**config.mk**
```make
export PLATFORM = sky130hd
export DESIGN_NAME = addr_brk_unit
export DESIGN_NICKNAME = d
export VERILOG_FILES = /design/src/rtl/brk_pkg.sv /design/src/rtl/brk_regfile.sv /design/src/rtl/brk_channel.sv /design/src/rtl/brk_status.sv /design/src/rtl/addr_brk_unit.sv
export SDC_FILE = /design/constraint.sdc
export NUM_CORES = 1
export LEC_CHECK = 0
export CORE_ASPECT_RATIO = 1.75
export CORE_MARGIN = 2
export CORE_UTILIZATION = 44
export CTS_CLUSTER_SIZE = 30
export DETAILED_ROUTE_END_ITERATION = 10
export DONT_BUFFER_PORTS = 1
export PLACE_DENSITY_LB_ADDON = 0.25
export SYNTH_ARGS = -nofsm -noshare
export SYNTH_HDL_FRONTEND = slang
export SYNTH_SLANG_ARGS = --single-unit
```
**constraint.sdc**
```tcl
create_clock -name clk -period 2.3 [get_ports clk]
set_input_delay 0.46 -clock clk [delete_from_list [all_inputs] [get_ports clk]]
set_output_delay 0.46 -clock clk [all_outputs]
set_load 0.01 [all_outputs]
```
**src/rtl/brk_pkg.sv**
```systemverilog
// Package: shared encodings for the address breakpoint unit.
// Assumes: access kinds and channel modes are two-bit codes as listed.
package brk_pkg;

    // Kind of bus access presented on the monitor inputs
    typedef enum logic [1:0] {
        ACC_FETCH = 2'b00,
        ACC_READ  = 2'b01,
        ACC_WRITE = 2'b10,
        ACC_NONE  = 2'b11
    } acc_kind_e;

    // Per-channel match mode held in the control register
    typedef enum logic [1:0] {
        MODE_FETCH = 2'b00,
        MODE_WRITE = 2'b01,
        MODE_RSVD  = 2'b10,
        MODE_RDWR  = 2'b11
    } brk_mode_e;

    // Control register field helpers
    function automatic int unsigned mode_lsb(int unsigned num_ch, int unsigned ch);
        return num_ch + 2 * ch;
    endfunction

endpackage

```
**src/rtl/brk_regfile.sv**
```systemverilog
// Module: brk_regfile
// Holds the per-channel address registers and the shared control register,
// decodes writes to the status register into a strobe, and serves reads.
// Assumes: AW is at least 3*NUM_CH so the control register fits a word.
module brk_regfile #(
    parameter int NUM_CH = 4,
    parameter int AW     = 32,
    parameter int IDXW   = 3,
    parameter int CTLW   = 3 * NUM_CH
) (
    input  logic                       clk,
    input  logic                       rst_n,
    input  logic                       cfg_we,
    input  logic [IDXW-1:0]            cfg_idx,
    input  logic [AW-1:0]              cfg_wdata,
    input  logic [NUM_CH-1:0]          status_q,
    output logic [NUM_CH-1:0][AW-1:0]  addr_q,
    output logic [CTLW-1:0]            ctrl_q,
    output logic                       sts_wr,
    output logic [NUM_CH-1:0]          sts_wdata,
    output logic [AW-1:0]              cfg_rdata
);

    localparam logic [IDXW-1:0] CTL_IDX = IDXW'(NUM_CH);
    localparam logic [IDXW-1:0] STS_IDX = IDXW'(NUM_CH + 1);

    // One address register per channel
    for (genvar g = 0; g < NUM_CH; g++) begin : g_addr
        // Load channel address on a write to its index
        always_ff @(posedge clk) begin
            if (!rst_n) begin
                addr_q[g] <= '0;
            end else if (cfg_we && (cfg_idx == IDXW'(g))) begin
                addr_q[g] <= cfg_wdata;
            end
        end
    end

    // Load the shared control register
    always_ff @(posedge clk) begin
        if (!rst_n) begin
            ctrl_q <= '0;
        end else if (cfg_we && (cfg_idx == CTL_IDX)) begin
            ctrl_q <= cfg_wdata[CTLW-1:0];
        end
    end

    // Forward status writes to the status block
    always_comb begin
        sts_wr    = cfg_we && (cfg_idx == STS_IDX);
        sts_wdata = cfg_wdata[NUM_CH-1:0];
    end

    // Combinational read mux, unused indices return zero
    always_comb begin
        cfg_rdata = '0;
        for (int i = 0; i < NUM_CH; i++) begin
            if (cfg_idx == IDXW'(i)) begin
                cfg_rdata = addr_q[i];
            end
        end
        if (cfg_idx == CTL_IDX) begin
            cfg_rdata = AW'(ctrl_q);
        end
        if (cfg_idx == STS_IDX) begin
            cfg_rdata = AW'(status_q);
        end
    end

endmodule

```
**src/rtl/brk_channel.sv**
```systemverilog
// Module: brk_channel
// One comparator channel: compares the monitored address with the channel
// address and qualifies the result by enable, mode and access kind.
// Assumes: purely combinational; the caller registers the result.
module brk_channel
    import brk_pkg::*;
#(
    parameter int AW = 32
) (
    input  logic          en,
    input  logic [1:0]    mode,
    input  logic [AW-1:0] bp_addr,
    input  logic          mon_valid,
    input  logic [1:0]    mon_kind,
    input  logic [AW-1:0] mon_addr,
    output logic          hit
);

    logic addr_eq;
    logic kind_ok;

    // Full-width address comparison
    always_comb addr_eq = (bp_addr == mon_addr);

    // Decide whether the access kind is of interest in this mode
    always_comb begin
        kind_ok = 1'b0;
        unique case (brk_mode_e'(mode))
            MODE_FETCH: kind_ok = (acc_kind_e'(mon_kind) == ACC_FETCH);
            MODE_WRITE: kind_ok = (acc_kind_e'(mon_kind) == ACC_WRITE);
            MODE_RDWR:  kind_ok = (acc_kind_e'(mon_kind) == ACC_READ) ||
                                  (acc_kind_e'(mon_kind) == ACC_WRITE);
            MODE_RSVD:  kind_ok = 1'b0;
            default:    kind_ok = 1'b0;
        endcase
    end

    // Combine all qualifiers into the channel hit
    always_comb hit = en && mon_valid && kind_ok && addr_eq;

endmodule

```
**src/rtl/brk_status.sv**
```systemverilog
// Module: brk_status
// Sticky hit register and one-cycle break request.
// Assumes: a match in the same cycle as a clearing write takes priority.
module brk_status #(
    parameter int NUM_CH = 4
) (
    input  logic              clk,
    input  logic              rst_n,
    input  logic [NUM_CH-1:0] hit_vec,
    input  logic              sts_wr,
    input  logic [NUM_CH-1:0] sts_wdata,
    output logic [NUM_CH-1:0] status_q,
    output logic              req_q
);

    logic [NUM_CH-1:0] kept;

    // Bits written 0 are cleared, bits written 1 are kept
    always_comb kept = sts_wr ? (status_q & sts_wdata) : status_q;

    // Update sticky status, new hits always set
    always_ff @(posedge clk) begin
        if (!rst_n) begin
            status_q <= '0;
        end else begin
            status_q <= kept | hit_vec;
        end
    end

    // Register the break request for exactly one cycle per hit
    always_ff @(posedge clk) begin
        if (!rst_n) begin
            req_q <= 1'b0;
        end else begin
            req_q <= |hit_vec;
        end
    end

endmodule

```
**src/rtl/addr_brk_unit.sv**
```systemverilog
// Module: addr_brk_unit
// Four-channel linear-address breakpoint unit with a register port.
// Assumes: mon_addr is the pre-translation linear address; AW >= 3*NUM_CH.
module addr_brk_unit
    import brk_pkg::*;
#(
    parameter int NUM_CH = 4,
    parameter int AW     = 32,
    parameter int IDXW   = $clog2(NUM_CH + 2)
) (
    input  logic              clk,
    input  logic              rst_n,
    input  logic              cfg_we,
    input  logic [IDXW-1:0]   cfg_idx,
    input  logic [AW-1:0]     cfg_wdata,
    output logic [AW-1:0]     cfg_rdata,
    input  logic              mon_valid,
    input  logic [1:0]        mon_kind,
    input  logic [AW-1:0]     mon_addr,
    output logic              brk_req,
    output logic [NUM_CH-1:0] brk_status
);

    localparam int CTLW = 3 * NUM_CH;

    logic [NUM_CH-1:0][AW-1:0] addr_q;
    logic [CTLW-1:0]           ctrl_q;
    logic                      sts_wr;
    logic [NUM_CH-1:0]         sts_wdata;
    logic [NUM_CH-1:0]         hit_vec;
    logic [NUM_CH-1:0]         status_q;
    logic                      req_q;

    brk_regfile #(
        .NUM_CH (NUM_CH),
        .AW     (AW),
        .IDXW   (IDXW),
        .CTLW   (CTLW)
    ) regs_i (
        .clk       (clk),
        .rst_n     (rst_n),
        .cfg_we    (cfg_we),
        .cfg_idx   (cfg_idx),
        .cfg_wdata (cfg_wdata),
        .status_q  (status_q),
        .addr_q    (addr_q),
        .ctrl_q    (ctrl_q),
        .sts_wr    (sts_wr),
        .sts_wdata (sts_wdata),
        .cfg_rdata (cfg_rdata)
    );

    for (genvar g = 0; g < NUM_CH; g++) begin : g_ch
        brk_channel #(
            .AW (AW)
        ) ch_i (
            .en        (ctrl_q[g]),
            .mode      (ctrl_q[mode_lsb(NUM_CH, g) +: 2]),
            .bp_addr   (addr_q[g]),
            .mon_valid (mon_valid),
            .mon_kind  (mon_kind),
            .mon_addr  (mon_addr),
            .hit       (hit_vec[g])
        );
    end

    brk_status #(
        .NUM_CH (NUM_CH)
    ) sts_i (
        .clk       (clk),
        .rst_n     (rst_n),
        .hit_vec   (hit_vec),
        .sts_wr    (sts_wr),
        .sts_wdata (sts_wdata),
        .status_q  (status_q),
        .req_q     (req_q)
    );

    // Drive the outputs from the registered state
    always_comb begin
        brk_req    = req_q;
        brk_status = status_q;
    end

endmodule

```
# Yosys cells after proc, flatten, opt, wreduce, memory -nomap -nowiden
# Index checks and enable logic that the tools add are counted.
# word_totals
reg_bits	145
latchBits	0
ram_bits	0
romBits	0
in_bits	73
output_inout_bits	37
word_cells	69
n_memories	0
# op_classes
addsub	0
multipliers	0
div_mod_pow	0
magnitude_cmp	0
n_eq_ne	23
shifts	0
muxes	11
bitwise_logic	2
reduce_logical	26
# op_table
op	n
$mux 32	6
$eq 32x32->1	4
$eq 2x2->1 const B	9
$logic_and 1x1->1	18
$pmux 1 s4	4
$eq 2x1->1 const B	5
$logic_not 2->1	5
$eq 3x2->1 const B	2
$eq 3x3->1 const B	2
$and 4x4->4	1
$mux 4	1
$or 4x4->4	1
$reduce_or 4->1	1
$eq 3x1->1 const B	1
$logic_not 3->1	1
$logic_or 1x1->1	1

# Logic depth before layout (Yosys ltp)
# depth
ltp_word	7
mapped_depth	7
mapped_depth_nobuf	7

# Modules after synthesis
# A second synthesis with hierarchy kept.
# unflattened
hier_cells	946
hier_area_um2	8389.3
# by_module_without_submodules
mod	instances	cells_per_inst	area_per_inst_um2	seq_area_each_um2
brk_regfile	1	724	6518.8	2802.7
brk_channel	4	51	424.2	0.0
brk_status	1	18	173.9	100.1

# Worst setup path before layout
# OpenSTA, ideal clock, no wires.
# synth_path
kind	input to output
from	input port cfg_idx[0]
to	output port cfg_rdata[21]
arrival_ns	1.546
t_required_ns	1.840
setup_slack_ns	0.294
cell_stages	4
n_path_buf	2
path_cell_list	buf_2 > buf_2 > mux4_2 > nor2b_1
# synth_between
elab_chain_cells	7
elab_cells_between_ends	12
classes_between	eq/ne: 5; mux: 6; reduce/logical: 1
# synth_lines
element	line	rtl
start: declaration	addr_brk_unit.sv:14	input logic [IDXW-1:0] cfg_idx,
$logic_not 3->1	brk_regfile.sv:58	if (cfg_idx == IDXW'(i)) begin
$mux 32 (4 in series)	brk_regfile.sv:58	
$mux 32	brk_regfile.sv:62	if (cfg_idx == CTL_IDX) begin
$mux 32 (*)	brk_regfile.sv:65	if (cfg_idx == STS_IDX) begin
end: declaration	addr_brk_unit.sv:16	output logic [AW-1:0] cfg_rdata,
# Every way passes the cells marked *; elsewhere a longest branch is shown, timed or not.

# Final worst setup path
# layout_path
from	register regs_i.addr_q[104] in the netlist's numbering
to	output port cfg_rdata[8]
# layout_between
elab_chain_cells	3
# layout_lines
element	line	rtl
start: declaration	brk_regfile.sv:17	output logic [NUM_CH-1:0][AW-1:0] addr_q,
start signal: indexed assignment	brk_regfile.sv:34	addr_q[g] <= cfg_wdata;
$mux 32	brk_regfile.sv:58	
$mux 32	brk_regfile.sv:62	
$mux 32	brk_regfile.sv:65	
# No other way between the ends.

==> reports/results.tsv <==
metric	value	unit
critical_path.endpoint_type	output port	
p_int	4.60	mW
regToRegSetupSlack	0.40	ns
worstPathArrival	1.59	ns
fin_util	49.2	%
maxCapViolations	0	
run_status	completed	
dp_worst_setup_slack	0.325	ns
synth_seq_area_share	35.6	%
async_reset_ff_share	0	%
timing.critical_path.required	1.84	ns
power.leakage	3.05	nW
yosys_register_bits	145	
grt_antenna_before_repair	0	
fin_nets	999	
cts.repair_timing.setup_buffer_count	0	
final_wtd_congestion	0.975	
chipWidth	107	µm
worstPathBufferInverterCount	2	
numCtsBuffers	17	
critPathTopFamily	multiplexers	
layout_setup_ws	0.250	ns
hold_viol	0	
setup_viol	0	
placed_cell_area	0.00830	mm²
timing.hold.worst_endpoint	regs_i.addr_q[114]$_SDFFE_PN0P_	
cts-root-buf	clkbuf_16	
die_footprint	0.0197	mm²
filler_cell_count	1790	
whs_path_depth	2	
timing.reg2reg.worst_path_depth	5	
worst-setup-path-type	flip-flop to output port	
io_pins	110	
die_height	184	µm
vias_in_the_first_global_route	6809	
clock_power_share	48.7	%
timing.final.crit_period	2.05	ns
grt_start_max_net_pins	146	
worst_clock_skew	0.00640	ns
power.share.switching	23.9	%
power.combinational.fraction	7.9	%
core_area	0.0181	mm²
cell_with_the_largest_stage_delay_on_the_worst_path	mux4_2	
max_stage_delay	0.46	ns
crit_path_start_kind	flip-flop	
ctsHoldBuffers	0	
ys_warn_count	0	
worst_r2r_endpoint	sts_i.req_q$_SDFF_PN0_	
hold_path.startpoint	cfg_wdata[18]	
worst_ir_drop_vdd	0.410	mV
ys_types	40	
wirelength	28.7	mm
viasPerCell	5.80	
antenna_violating_nets_post_route	0	
routedWlPerCell	24.5	µm
cts_max_path_buffers	2	
first_pass_iters	6	
final.period_utilization	89.1	%
cp_max_fo	3	
cts_max_level	4	
syn_nets	1031	
detail_route.iter0.violations	398	
synth_area_per_cell	8.53	µm²
mappedNetlistArea	0.00815	mm²
clock-sinks	145	
setup-tns-final	0	ns
final_design_area_no_fill	0.00891	mm²
first_pass_grt_wire_length	42.7	mm
mostFrequentLayoutCell	nand2_1	
clk-insertion-delay-late	0.43	ns
r2r_start	regs_i.addr_q[76]$_SDFFE_PN0P_	
timing_worst_slew_pin_value	0.694	ns
row_count	65	
maxSlewHeadroom	53.7	%
grt_overflow	0	
hold_path.class	input port to flip-flop	
rsz0062_at_grt	false	
worst_setup_hold_path_clk_slew	0.06	ns
place_hpwl	20.9	mm
total_switching_power	1.44	mW
cp_cell_sequence	mux4_2 > inv_1 > o21ai_0 > buf_4	
floorplan.initialDensity	45.0	%
cp-startpoint	regs_i.addr_q[104]$_SDFFE_PN0P_	
clock.fmax	488	MHz
tritoncts	done	
number_of_synthesized_flops_with_an_enable_pin	0	
diodes	0	
slew_violations	0	
total_drc_errors_in_the_routed_layout	0	
gr-usage-all-layers	29.6	%
postSynthCellCount	956	
cellPowerDensity	677	mW/mm²
drive_above_1_share	8.86	%
portBuffers	0	
layout_common_cells	nand2_1 (290), dfxtp_1 (145), a21boi_0 (93)	
synthFlopType	dfxtp_1	
cts_repair_resize_count	0	
total_number_of_vias	6787	
power.sequential.fraction	43.3	%
layout-area-overhead-vs-synth	9.35	%
registers in the layout, summed over array words and instances (netlist names):
signal,flops
regs_i.addr_q,128
regs_i.ctrl_q,12
sts_i.req_q,1
sts_i.status_q,4
metal layers:
metal	routed length, µm	vias to the layer above	GRT usage (%)
met4	1680	0	17.3
li1	-	3170	-
met5	0	-	0
met3	2190	72	8.19
met1	10000	3296	31.1
met2	14700	249	52.3
area by class of cell:
class	count	area [µm²]	share of cell area, %
Timing Repair Buffer	16	158	1.77
Tap cell	234	293	3.28
Inverter	4	15.0	0.168
Clock inverter	14	190	2.13
Clock buffer	18	429	4.81
Multi-Input combinational cell	740	4930	55.3
Sequential cell	145	2900	32.6
synth_stat cells, drive strengths merged (2+ instances only):
cell type  instances  area [µm²]
o22ai              6        37.5
ha                 2        25.0
nand3              6        30.0
a22oi              6        45.0
nor4              22         163
a21boi           140        1050
a21oi             10        50.1
o221ai             4        35.0
mux4              22         495
mux2i             18         180
nand2            290        1090
nor2              13        51.3
xnor2             56         536
inv                4        15.0
o21ai              2        10.0
or3                3        18.8
and2               2        12.5
o2111ai            4        35.0
clkbuf            35         131
xor2              72         631
buf               32         191
o21a               8        60.1
dfxtp            145        2900
nand4             17         106
nand2b             3        18.8
nor2b             27         169
worst max path at each step:
| stage | to | slack [ns] | cells past startpoint |
|---|---|---|---|
| global placement | sts_i.status_q[1]$_SDFF_PN0_ | 0.30 | 5 |
| CTS | cfg_rdata[8] | 0.25 | 4 |
| finish | cfg_rdata[8] | 0.25 | 4 |
| detailed placement | sts_i.req_q$_SDFF_PN0_ | 0.33 | 5 |
| floorplan | cfg_rdata[21] | 0.29 | 4 |
| global route | cfg_rdata[8] | 0.22 | 4 |
stage by stage:
| step | instances | hold slack (ns) | total power, mW |
|---|---|---|---|
| global placement | 1139 | 0.467 | 3.14 |
| global route | 1171 | 0.159 | 6.17 |
| floorplan | 956 | 0.448 | 3.06 |
| finish | 1171 | 0.159 | 6.04 |
| detailed placement | 1139 | 0.470 | 3.15 |
| CTS | 1171 | 0.155 | 6.05 |
kinds of logic after synthesis:
| logic type | share of synthesized area (%) |
|---|---|
| AO/OA/AOI/OAI | 16.5 |
| XOR/XNOR | 14.3 |
| adder cells (fa/ha/maj) | 0.307 |
| buffers and inverters | 4.14 |
| flip-flops | 35.6 |
| multiplexers | 8.29 |
| AND/OR/NAND/NOR | 20.9 |
power groups by stage:
stage               logic, mW  clock network, mW  registers, mW
floorplan               0.405                  0           2.65
global placement        0.473                  0           2.67
detailed placement      0.474                  0           2.67
CTS                     0.477               2.96           2.62
global route            0.503               3.05           2.62
finish                  0.479               2.94           2.62
Power figures use the tool's default switching activity.
